**src/rtl/sram_ctrl_pkg.sv**
```systemverilog
package sram_ctrl_pkg;

  typedef enum logic [2:0] {
    SC_IDLE,
    SC_READ,
    SC_WSETUP,
    SC_WPULSE,
    SC_WHOLD
  } sc_state_e;

  // Round a nanosecond figure up to whole clock cycles, never below one.
  function automatic int unsigned ns_to_cycles(int unsigned ns, int unsigned clk_ns);
    int unsigned c;
    c = (ns + clk_ns - 1) / clk_ns;
    return (c == 0) ? 1 : c;
  endfunction

endpackage

```
**src/rtl/sram_ctrl_timer.sv**
```systemverilog
module sram_ctrl_timer #(
  parameter int unsigned W = 2
) (
  input  logic         clk,
  input  logic         rst_n,
  input  logic         load,
  input  logic [W-1:0] load_val,
  output logic         expired
);
  logic [W-1:0] cnt;

  always_ff @(posedge clk or negedge rst_n) begin
    if (!rst_n)            cnt <= '0;
    else if (load)         cnt <= load_val;
    else if (cnt != '0)    cnt <= cnt - 1'b1;
  end

  assign expired = (cnt == '0);
endmodule

```
**src/rtl/sram_ctrl_turnaround.sv**
```systemverilog
module sram_ctrl_turnaround #(
  parameter int unsigned TURN = 1
) (
  input  logic clk,
  input  logic rst_n,
  input  logic mem_drive_req,  // memory output enable asserted this cycle
  output logic bus_free
);
  localparam int unsigned W = $clog2(TURN + 1);
  logic [W-1:0] quiet;

  // Reloaded while the memory may drive; counts down once it is released.
  always_ff @(posedge clk or negedge rst_n) begin
    if (!rst_n)              quiet <= '0;
    else if (mem_drive_req)  quiet <= W'(TURN);
    else if (quiet != '0)    quiet <= quiet - 1'b1;
  end

  assign bus_free = (quiet == '0);
endmodule

```
**src/rtl/sram_ctrl_fsm.sv**
```systemverilog
module sram_ctrl_fsm
  import sram_ctrl_pkg::*;
#(
  parameter int unsigned RD_CYC = 1,
  parameter int unsigned WE_CYC = 1,
  parameter int unsigned TW     = 1
) (
  input  logic          clk,
  input  logic          rst_n,
  input  logic          req_valid,
  input  logic          req_write,
  input  logic          bus_free,
  input  logic          tmr_expired,
  output sc_state_e     state,
  output logic          tmr_load,
  output logic [TW-1:0] tmr_val,
  output logic          accept,
  output logic          capture
);
  sc_state_e state_nxt;

  always_ff @(posedge clk or negedge rst_n) begin
    if (!rst_n) state <= SC_IDLE;
    else        state <= state_nxt;
  end

  always_comb begin
    state_nxt = state;
    tmr_load  = 1'b0;
    tmr_val   = '0;
    accept    = 1'b0;
    capture   = 1'b0;
    unique case (state)
      SC_IDLE: begin
        if (req_valid) begin
          accept = 1'b1;
          if (req_write) begin
            state_nxt = SC_WSETUP;
          end else begin
            state_nxt = SC_READ;
            tmr_load  = 1'b1;
            tmr_val   = TW'(RD_CYC - 1);
          end
        end
      end
      SC_READ: begin
        if (tmr_expired) begin
          capture   = 1'b1;
          state_nxt = SC_IDLE;
        end
      end
      SC_WSETUP: begin
        if (bus_free) begin
          state_nxt = SC_WPULSE;
          tmr_load  = 1'b1;
          tmr_val   = TW'(WE_CYC - 1);
        end
      end
      SC_WPULSE: begin
        if (tmr_expired) state_nxt = SC_WHOLD;
      end
      SC_WHOLD:  state_nxt = SC_IDLE;
      default:   state_nxt = SC_IDLE;
    endcase
  end
endmodule

```
**src/rtl/sram_ctrl_lanes.sv**
```systemverilog
module sram_ctrl_lanes #(
  parameter int unsigned LANES  = 2,
  parameter int unsigned LANE_W = 8
) (
  input  logic                    clk,
  input  logic                    rst_n,
  input  logic                    capture,
  input  logic [LANES-1:0]        lane_en,
  input  logic [LANES*LANE_W-1:0] dq_in,
  output logic [LANES*LANE_W-1:0] rdata,
  output logic                    rvalid
);
  for (genvar i = 0; i < LANES; i++) begin : g_lane
    always_ff @(posedge clk or negedge rst_n) begin
      if (!rst_n)       rdata[i*LANE_W +: LANE_W] <= '0;
      else if (capture) rdata[i*LANE_W +: LANE_W] <= lane_en[i] ? dq_in[i*LANE_W +: LANE_W] : '0;
    end
  end

  always_ff @(posedge clk or negedge rst_n) begin
    if (!rst_n) rvalid <= 1'b0;
    else        rvalid <= capture;
  end
endmodule

```
**src/rtl/sram_ctrl.sv**
```systemverilog
module sram_ctrl
  import sram_ctrl_pkg::*;
#(
  parameter int unsigned ADDR_W = 18,
  parameter int unsigned LANES  = 2,
  parameter int unsigned LANE_W = 8,
  parameter int unsigned CLK_NS = 20,
  parameter int unsigned ACC_NS = 12,
  parameter int unsigned PWE_NS = 10,
  parameter int unsigned HZ_NS  = 6
) (
  input  logic                    clk,
  input  logic                    rst_n,
  input  logic                    req_valid,
  output logic                    req_ready,
  input  logic                    req_write,
  input  logic [ADDR_W-1:0]       req_addr,
  input  logic [LANES*LANE_W-1:0] req_wdata,
  input  logic [LANES-1:0]        req_be,
  output logic                    rsp_valid,
  output logic [LANES*LANE_W-1:0] rsp_rdata,
  output logic [ADDR_W-1:0]       mem_addr,
  output logic                    mem_ce_n,
  output logic                    mem_we_n,
  output logic                    mem_oe_n,
  output logic [LANES-1:0]        mem_be_n,
  output logic [LANES*LANE_W-1:0] mem_dq_out,
  output logic                    mem_dq_oe,
  input  logic [LANES*LANE_W-1:0] mem_dq_in
);
  localparam int unsigned DATA_W   = LANES * LANE_W;
  localparam int unsigned RD_CYC   = ns_to_cycles(ACC_NS, CLK_NS);
  localparam int unsigned WE_CYC   = ns_to_cycles(PWE_NS, CLK_NS);
  localparam int unsigned TURN_CYC = ns_to_cycles(HZ_NS, CLK_NS);
  localparam int unsigned TMAX     = (RD_CYC > WE_CYC) ? RD_CYC : WE_CYC;
  localparam int unsigned TW       = (TMAX > 1) ? $clog2(TMAX) : 1;

  sc_state_e         state;
  logic              tmr_load, tmr_expired, accept, capture, bus_free;
  logic [TW-1:0]     tmr_val;
  logic [ADDR_W-1:0] addr_q;
  logic [DATA_W-1:0] wdata_q;
  logic [LANES-1:0]  be_q;

  sram_ctrl_fsm #(.RD_CYC(RD_CYC), .WE_CYC(WE_CYC), .TW(TW)) u_fsm (
    .clk(clk), .rst_n(rst_n), .req_valid(req_valid), .req_write(req_write),
    .bus_free(bus_free), .tmr_expired(tmr_expired), .state(state),
    .tmr_load(tmr_load), .tmr_val(tmr_val), .accept(accept), .capture(capture)
  );

  sram_ctrl_timer #(.W(TW)) u_timer (
    .clk(clk), .rst_n(rst_n), .load(tmr_load), .load_val(tmr_val), .expired(tmr_expired)
  );

  sram_ctrl_turnaround #(.TURN(TURN_CYC)) u_turn (
    .clk(clk), .rst_n(rst_n), .mem_drive_req(state == SC_READ), .bus_free(bus_free)
  );

  sram_ctrl_lanes #(.LANES(LANES), .LANE_W(LANE_W)) u_lanes (
    .clk(clk), .rst_n(rst_n), .capture(capture), .lane_en(be_q),
    .dq_in(mem_dq_in), .rdata(rsp_rdata), .rvalid(rsp_valid)
  );

  // Request fields held for the whole memory cycle.
  always_ff @(posedge clk or negedge rst_n) begin
    if (!rst_n) begin
      addr_q  <= '0;
      wdata_q <= '0;
      be_q    <= '0;
    end else if (accept) begin
      addr_q  <= req_addr;
      wdata_q <= req_wdata;
      be_q    <= req_be;
    end
  end

  assign req_ready  = (state == SC_IDLE);
  assign mem_ce_n   = (state == SC_IDLE);
  assign mem_oe_n   = (state != SC_READ);
  assign mem_we_n   = (state != SC_WPULSE);
  assign mem_dq_oe  = (state == SC_WPULSE) || (state == SC_WHOLD);
  assign mem_be_n   = mem_ce_n ? '1 : ~be_q;
  assign mem_addr   = addr_q;
  assign mem_dq_out = wdata_q;
endmodule

```
**config.mk**
```make
export PLATFORM = sky130hd
export DESIGN_NAME = sram_ctrl
export DESIGN_NICKNAME = d
export VERILOG_FILES = /design/src/rtl/sram_ctrl_pkg.sv /design/src/rtl/sram_ctrl_timer.sv /design/src/rtl/sram_ctrl_turnaround.sv /design/src/rtl/sram_ctrl_fsm.sv /design/src/rtl/sram_ctrl_lanes.sv /design/src/rtl/sram_ctrl.sv
export SDC_FILE = /design/constraint.sdc
export NUM_CORES = 1
export LEC_CHECK = 0
export ABC_AREA = 1
export BUFFER_PORTS_ARGS = -buffer_cell sky130_fd_sc_hd__buf_2
export CAP_MARGIN = 20
export CORE_MARGIN = 1.5
export CORE_UTILIZATION = 47
export CTS_CLUSTER_DIAMETER = 100
export DETAILED_ROUTE_END_ITERATION = 8
export PLACE_DENSITY = 0.8
export REMOVE_ABC_BUFFERS = 1
export SETUP_SLACK_MARGIN = 0.5
export SLEW_MARGIN = 20
export SYNTH_ARGS = -nofsm -noshare
export SYNTH_HDL_FRONTEND = slang
export SYNTH_HIERARCHICAL = 1
export SYNTH_SLANG_ARGS = --single-unit
```
**constraint.sdc**
```tcl
create_clock -name clk -period 1.37 [get_ports clk]
set_input_delay 0.0685 -clock clk [delete_from_list [all_inputs] [get_ports clk]]
set_output_delay 0.0685 -clock clk [all_outputs]
set_load 0.05 [all_outputs]
```
==> summary.txt, run 1 <==
Yosys reg bits = 58
Register area share after synthesis = 56.5%
Worst Endpoint after GRT Repair = mem_dq_oe
Cell count after placement = 453
Post-synth cell types = 21
Sink Count = 58
Synth area leader = dfrtp_1
Synthesized area = 2570 um^2
Hpwl dp = 4010 um
Num CTS Buffers = 9
Mapped Avg Cell Area = 9.47 um^2
Synth top area cells = dfrtp_1 (57%), nand2_1 (11%), o21ai_2 (9.2%), inv_1 (6.1%), nand3_1 (3.9%)
Yosys warning total = 6
Syn Inst Count = 271
I/O pin count = 114
H-tree depth = 3
Initial cell density of the core = 49.6%
Post-synth top area share = 56.5%
Largest net degree at the start of global routing = 59
Die W = 76.9 um
Outcome = did not finish
Stop err = [ERROR DPL-0038] Utilization greater than 100%, impossible to legalize
Core Rows = 26
Root Buffer = clkbuf_8
Die Span Y = 76.9 um
Clock tree buffer depth = 2
Worst_ep kind = output port
IO Port Bufs = 113
GP Congestion = 0.859
Last stage = global routing (5_1_grt)
## Yosys cell counts, drive strengths merged
library cell,count
dfrtp,58
nor2,7
inv,45
buf,14
nand2,84
nand3b,1
o21ai,37
clkbuf,1
conb,1
nor3,2
nand3,21
## repair_timing
action | CTS
setup buffers | 26
hold endpoints to repair | 109
hold buffers | 52
setup endpoints to repair | 113
gates cloned | 3
gates resized for setup | 164
pin swaps | 6
## logic make-up after synthesis
logic type	after synthesis	share of synthesized area (%)
simple gates	115	19.5
buf+inv	60	12.6
flops	58	56.5
compound gates	37	11.2
other cells	1	0.146
## metrics by stage
step / cell area (um^2) / setup slack, ns / util, % / hold WS (ns)
floorplan: 2420 / -4.90 / - / -0.227
CTS: 4720 / -0.00473 / 91.2 / 0.0000283
detailed placement: 3210 / 0.0503 / 62.0 / 0.0954
global placement: 3210 / 0.0697 / 62.0 / 0.0940
==> run 2, diff against run 1 <==
--- a/config.mk
+++ b/config.mk
@@ -9,12 +9,10 @@
 export BUFFER_PORTS_ARGS = -buffer_cell sky130_fd_sc_hd__buf_2
 export CAP_MARGIN = 20
 export CORE_MARGIN = 1.5
-export CORE_UTILIZATION = 47
-export CTS_CLUSTER_DIAMETER = 100
+export CORE_UTILIZATION = 40
 export DETAILED_ROUTE_END_ITERATION = 8
-export PLACE_DENSITY = 0.8
+export PLACE_DENSITY_LB_ADDON = 0.15
 export REMOVE_ABC_BUFFERS = 1
-export SETUP_SLACK_MARGIN = 0.5
 export SLEW_MARGIN = 20
 export SYNTH_ARGS = -nofsm -noshare
 export SYNTH_HDL_FRONTEND = slang
==> run 2 against run 1 <==
Against the previous run: the run now ends clean; synthesized cell count unchanged; area after synthesis unchanged.
==> summary.txt, run 2 <==
CP required = 1.30 ns
Die Span Y = 83.1 um (+8.1%)
CP Capture Point = mem_dq_oe
CTS tree = built
Crit path kind = flip-flop to output port
Register area share after synthesis = 56.5% (unchanged)
First-pass GRT wire length = 10,500 um
DRC viols = 0
Count leader, synth = nand2_1
Worst reg-to-reg setup slack = 0.06 ns
Final Hold Fails = 0
Clock tree buffer depth = 2 (unchanged)
Antenna violations before repair = 0
Synth area leader = dfrtp_1
PwrDens = 2830 nW/um^2
CP Cell Sequence = buf_4 > inv_2 > nand3_1 > nand2_1 > buf_6
Syn Inst Count = 271 (unchanged)
Worst vdd ir = 1.89 mV
Setup slack at placement = 0.0478 ns (-0.00245 ns)
Yosys reg bits = 58 (unchanged)
Hpwl dp = 3830 um (-4.6%)
I/O pin count = 114 (unchanged)
Max reg flops = 18
CP max FO = 4
Sink Count = 58 (unchanged)
Initial cell density of the core = 40.9% (-8.7 points)
CP Buf/Inv Count = 3
Synthesized area = 2570 um^2 (unchanged)
Core box area = 6280 um^2
Initial drt markers = 128
Critical Path Start = u_fsm/state[2]
Largest stage delay, worst path = 0.38 ns
Total global routing track utilization = 18.9%
Outcome = finished clean
Total congestion overflow = 0
Antenna Cells = 0
Crit path depth = 5
DR vias = 2,329
Most frequent cells in the layout = buf_2 (106), nand2_1 (70), dfrtp_1 (56), dlygate4sd3_1 (53), inv_1 (40)
FF-to-FF path depth = 8
Die ar. = 6910 um^2
Vias in the first global route = 2,267
Crit-path leading delay family = flip-flops
GP Congestion = 0.753 (-12%)
Largest net degree at the start of global routing = 59
IO Port Bufs = 113 (unchanged)
Critical path's slowest cell = dfrtp_1
Core Rows = 29 (+12%)
P_leak = 2.20 nW
Router iterations before antenna repair = 4
FILL cells = 539
Endpoint class of the critical path = output port
Final-report setup violation count = 0
Hold depth = 4
Final net count = 505
Worst hold margin = 0.0774 ns
Commonest cells in the netlist = nand2_1 (72), dfrtp_1 (58), inv_1 (42)
Synth top area cells = dfrtp_1 (57%), nand2_1 (11%), o21ai_2 (9.2%), inv_1 (6.1%), nand3_1 (3.9%)
Clk_lat worst skew = 0.32 ns
Worst setup margin = 0.0427 ns
Post-synth top area share = 56.5% (unchanged)
Ys async rst share = 100% (unchanged)
CP startpoint kind = flip-flop
Yosys warning total = 6 (unchanged)
H-tree depth = 3 (unchanged)
Main synth FF type = dfrtp_1
WP data arrival = 1.26 ns
Num CTS Buffers = 9 (unchanged)
Final wirelength = 6240 um
Final Skew = 0.00806 ns
Worst Hold Class = input port to flip-flop
Max Cap Viol = 0
Tcrit/Tclk final = 96.9%
Fmax = 0.753 GHz
Layout cells sized above 1 = 43.4%
Commonest non-fill, non-tap cell in the layout = buf_2
Die W = 83.1 um (+8.1%)
Worst r2r dst = u_lanes/rdata[15]
Final min period = 1.33 ns
Register clock-pin slew on the reported worst setup and hold paths = 0.06 ns
Root Buffer = clkbuf_8
Utilization after layout = 65.4%
R2r startpoint = u_fsm/state[2]
Final Slew Violations = 0
Post-synth EDFFs = 0 (unchanged)
Vias/cell = 4.39
Final ANT Viol Nets = 0
Mapped Avg Cell Area = 9.47 um^2 (unchanged)
DR WL/cell = 11.7 um
RSZ-0062 raised after global routing = yes
Post-synth cell types = 21 (unchanged)
Area Growth Syn to Fin = 59.9%
run 2: cell counts after synthesis:
Identical to the previous run, type by type.
run 2: area by class of cell:
class / count / area, um^2 / area share [%]
Sequential cell: 58 / 1450 / 35.4
Timing Repair Buffer: 182 / 1340 / 32.7
Multi-Input combinational cell: 153 / 822 / 20.0
Clock buffer: 15 / 186 / 4.54
Inverter: 45 / 176 / 4.30
Tap cell: 77 / 96.3 / 2.35
Clock inverter: 1 / 30.0 / 0.731
run 2: cells by family after synthesis:
family          Yosys count  synth area share (%)
simple gates            115                  19.5
buf+inv                  60                  12.6
other cells               1                 0.146
flops                    58                  56.5
compound gates           37                  11.2
run 2: what timing repair did:
item                       CTS  global route
setup buffers                1             2
gates resized for setup     15            19
setup endpoints to repair    6            55
hold endpoints to repair   110             0
hold buffers                53             0
cloned                       0             2
pin swaps                    0             2
run 2: layer usage:
| layer | track usage (%) | share of wire, % |
|---|---|---|
| met4 | 7.12 | 0.91 |
| met1 | 25.5 | 46 |
| met5 | 0 | 0 |
| met3 | 4.57 | 5.7 |
| met2 | 29.8 | 48 |
run 2: worst min path at each step:
| stage | from | end | slack [ns] |
|---|---|---|---|
| 5_1_grt | req_write | u_fsm/state[0] | 0.08 |
| 2_1_floorplan | rst_n | be_q[0] | -0.23 |
| 4_1_cts | req_write | u_fsm/state[0] | 0.06 |
| 3_3_place_gp | rst_n | u_lanes/rdata[12] | 0.10 |
| 3_5_place_dp | rst_n | u_lanes/rdata[12] | 0.1 |
| 6_report | req_write | u_fsm/state[0] | 0.08 |
run 2: metrics by stage:
stage	std cells	instance area [um^2]	power, mW	setup TNS, ns
2_1_floorplan	256	2420	7.14	-172.05
3_3_place_gp	457	3200	9.32	0
5_1_grt	531	4110	12.3	-0.761
3_5_place_dp	457	3200	9.42	0
6_report	531	4110	11.6	0
4_1_cts	527	4000	11.4	0
run 2: worst reg2reg max path, delay by kind of cell (launching register included):
| family | cells | cell delay (ns) |
|---|---|---|
| AND/OR/NAND/NOR | 4 | 0.37 |
| buffers and inverters | 4 | 0.47 |
| flip-flops | 1 | 0.38 |
run 2: power breakdown:
part           total, mW  switching, mW  internal (mW)  leakage, nW
combinational       6.84           4.87           1.97         1.36
sequential          3.13          0.564           2.56        0.731
clock               1.68          0.634           1.04        0.110
total               11.6           6.06           5.58         2.20
No activity file was read; power rests on OpenSTA's default activity.
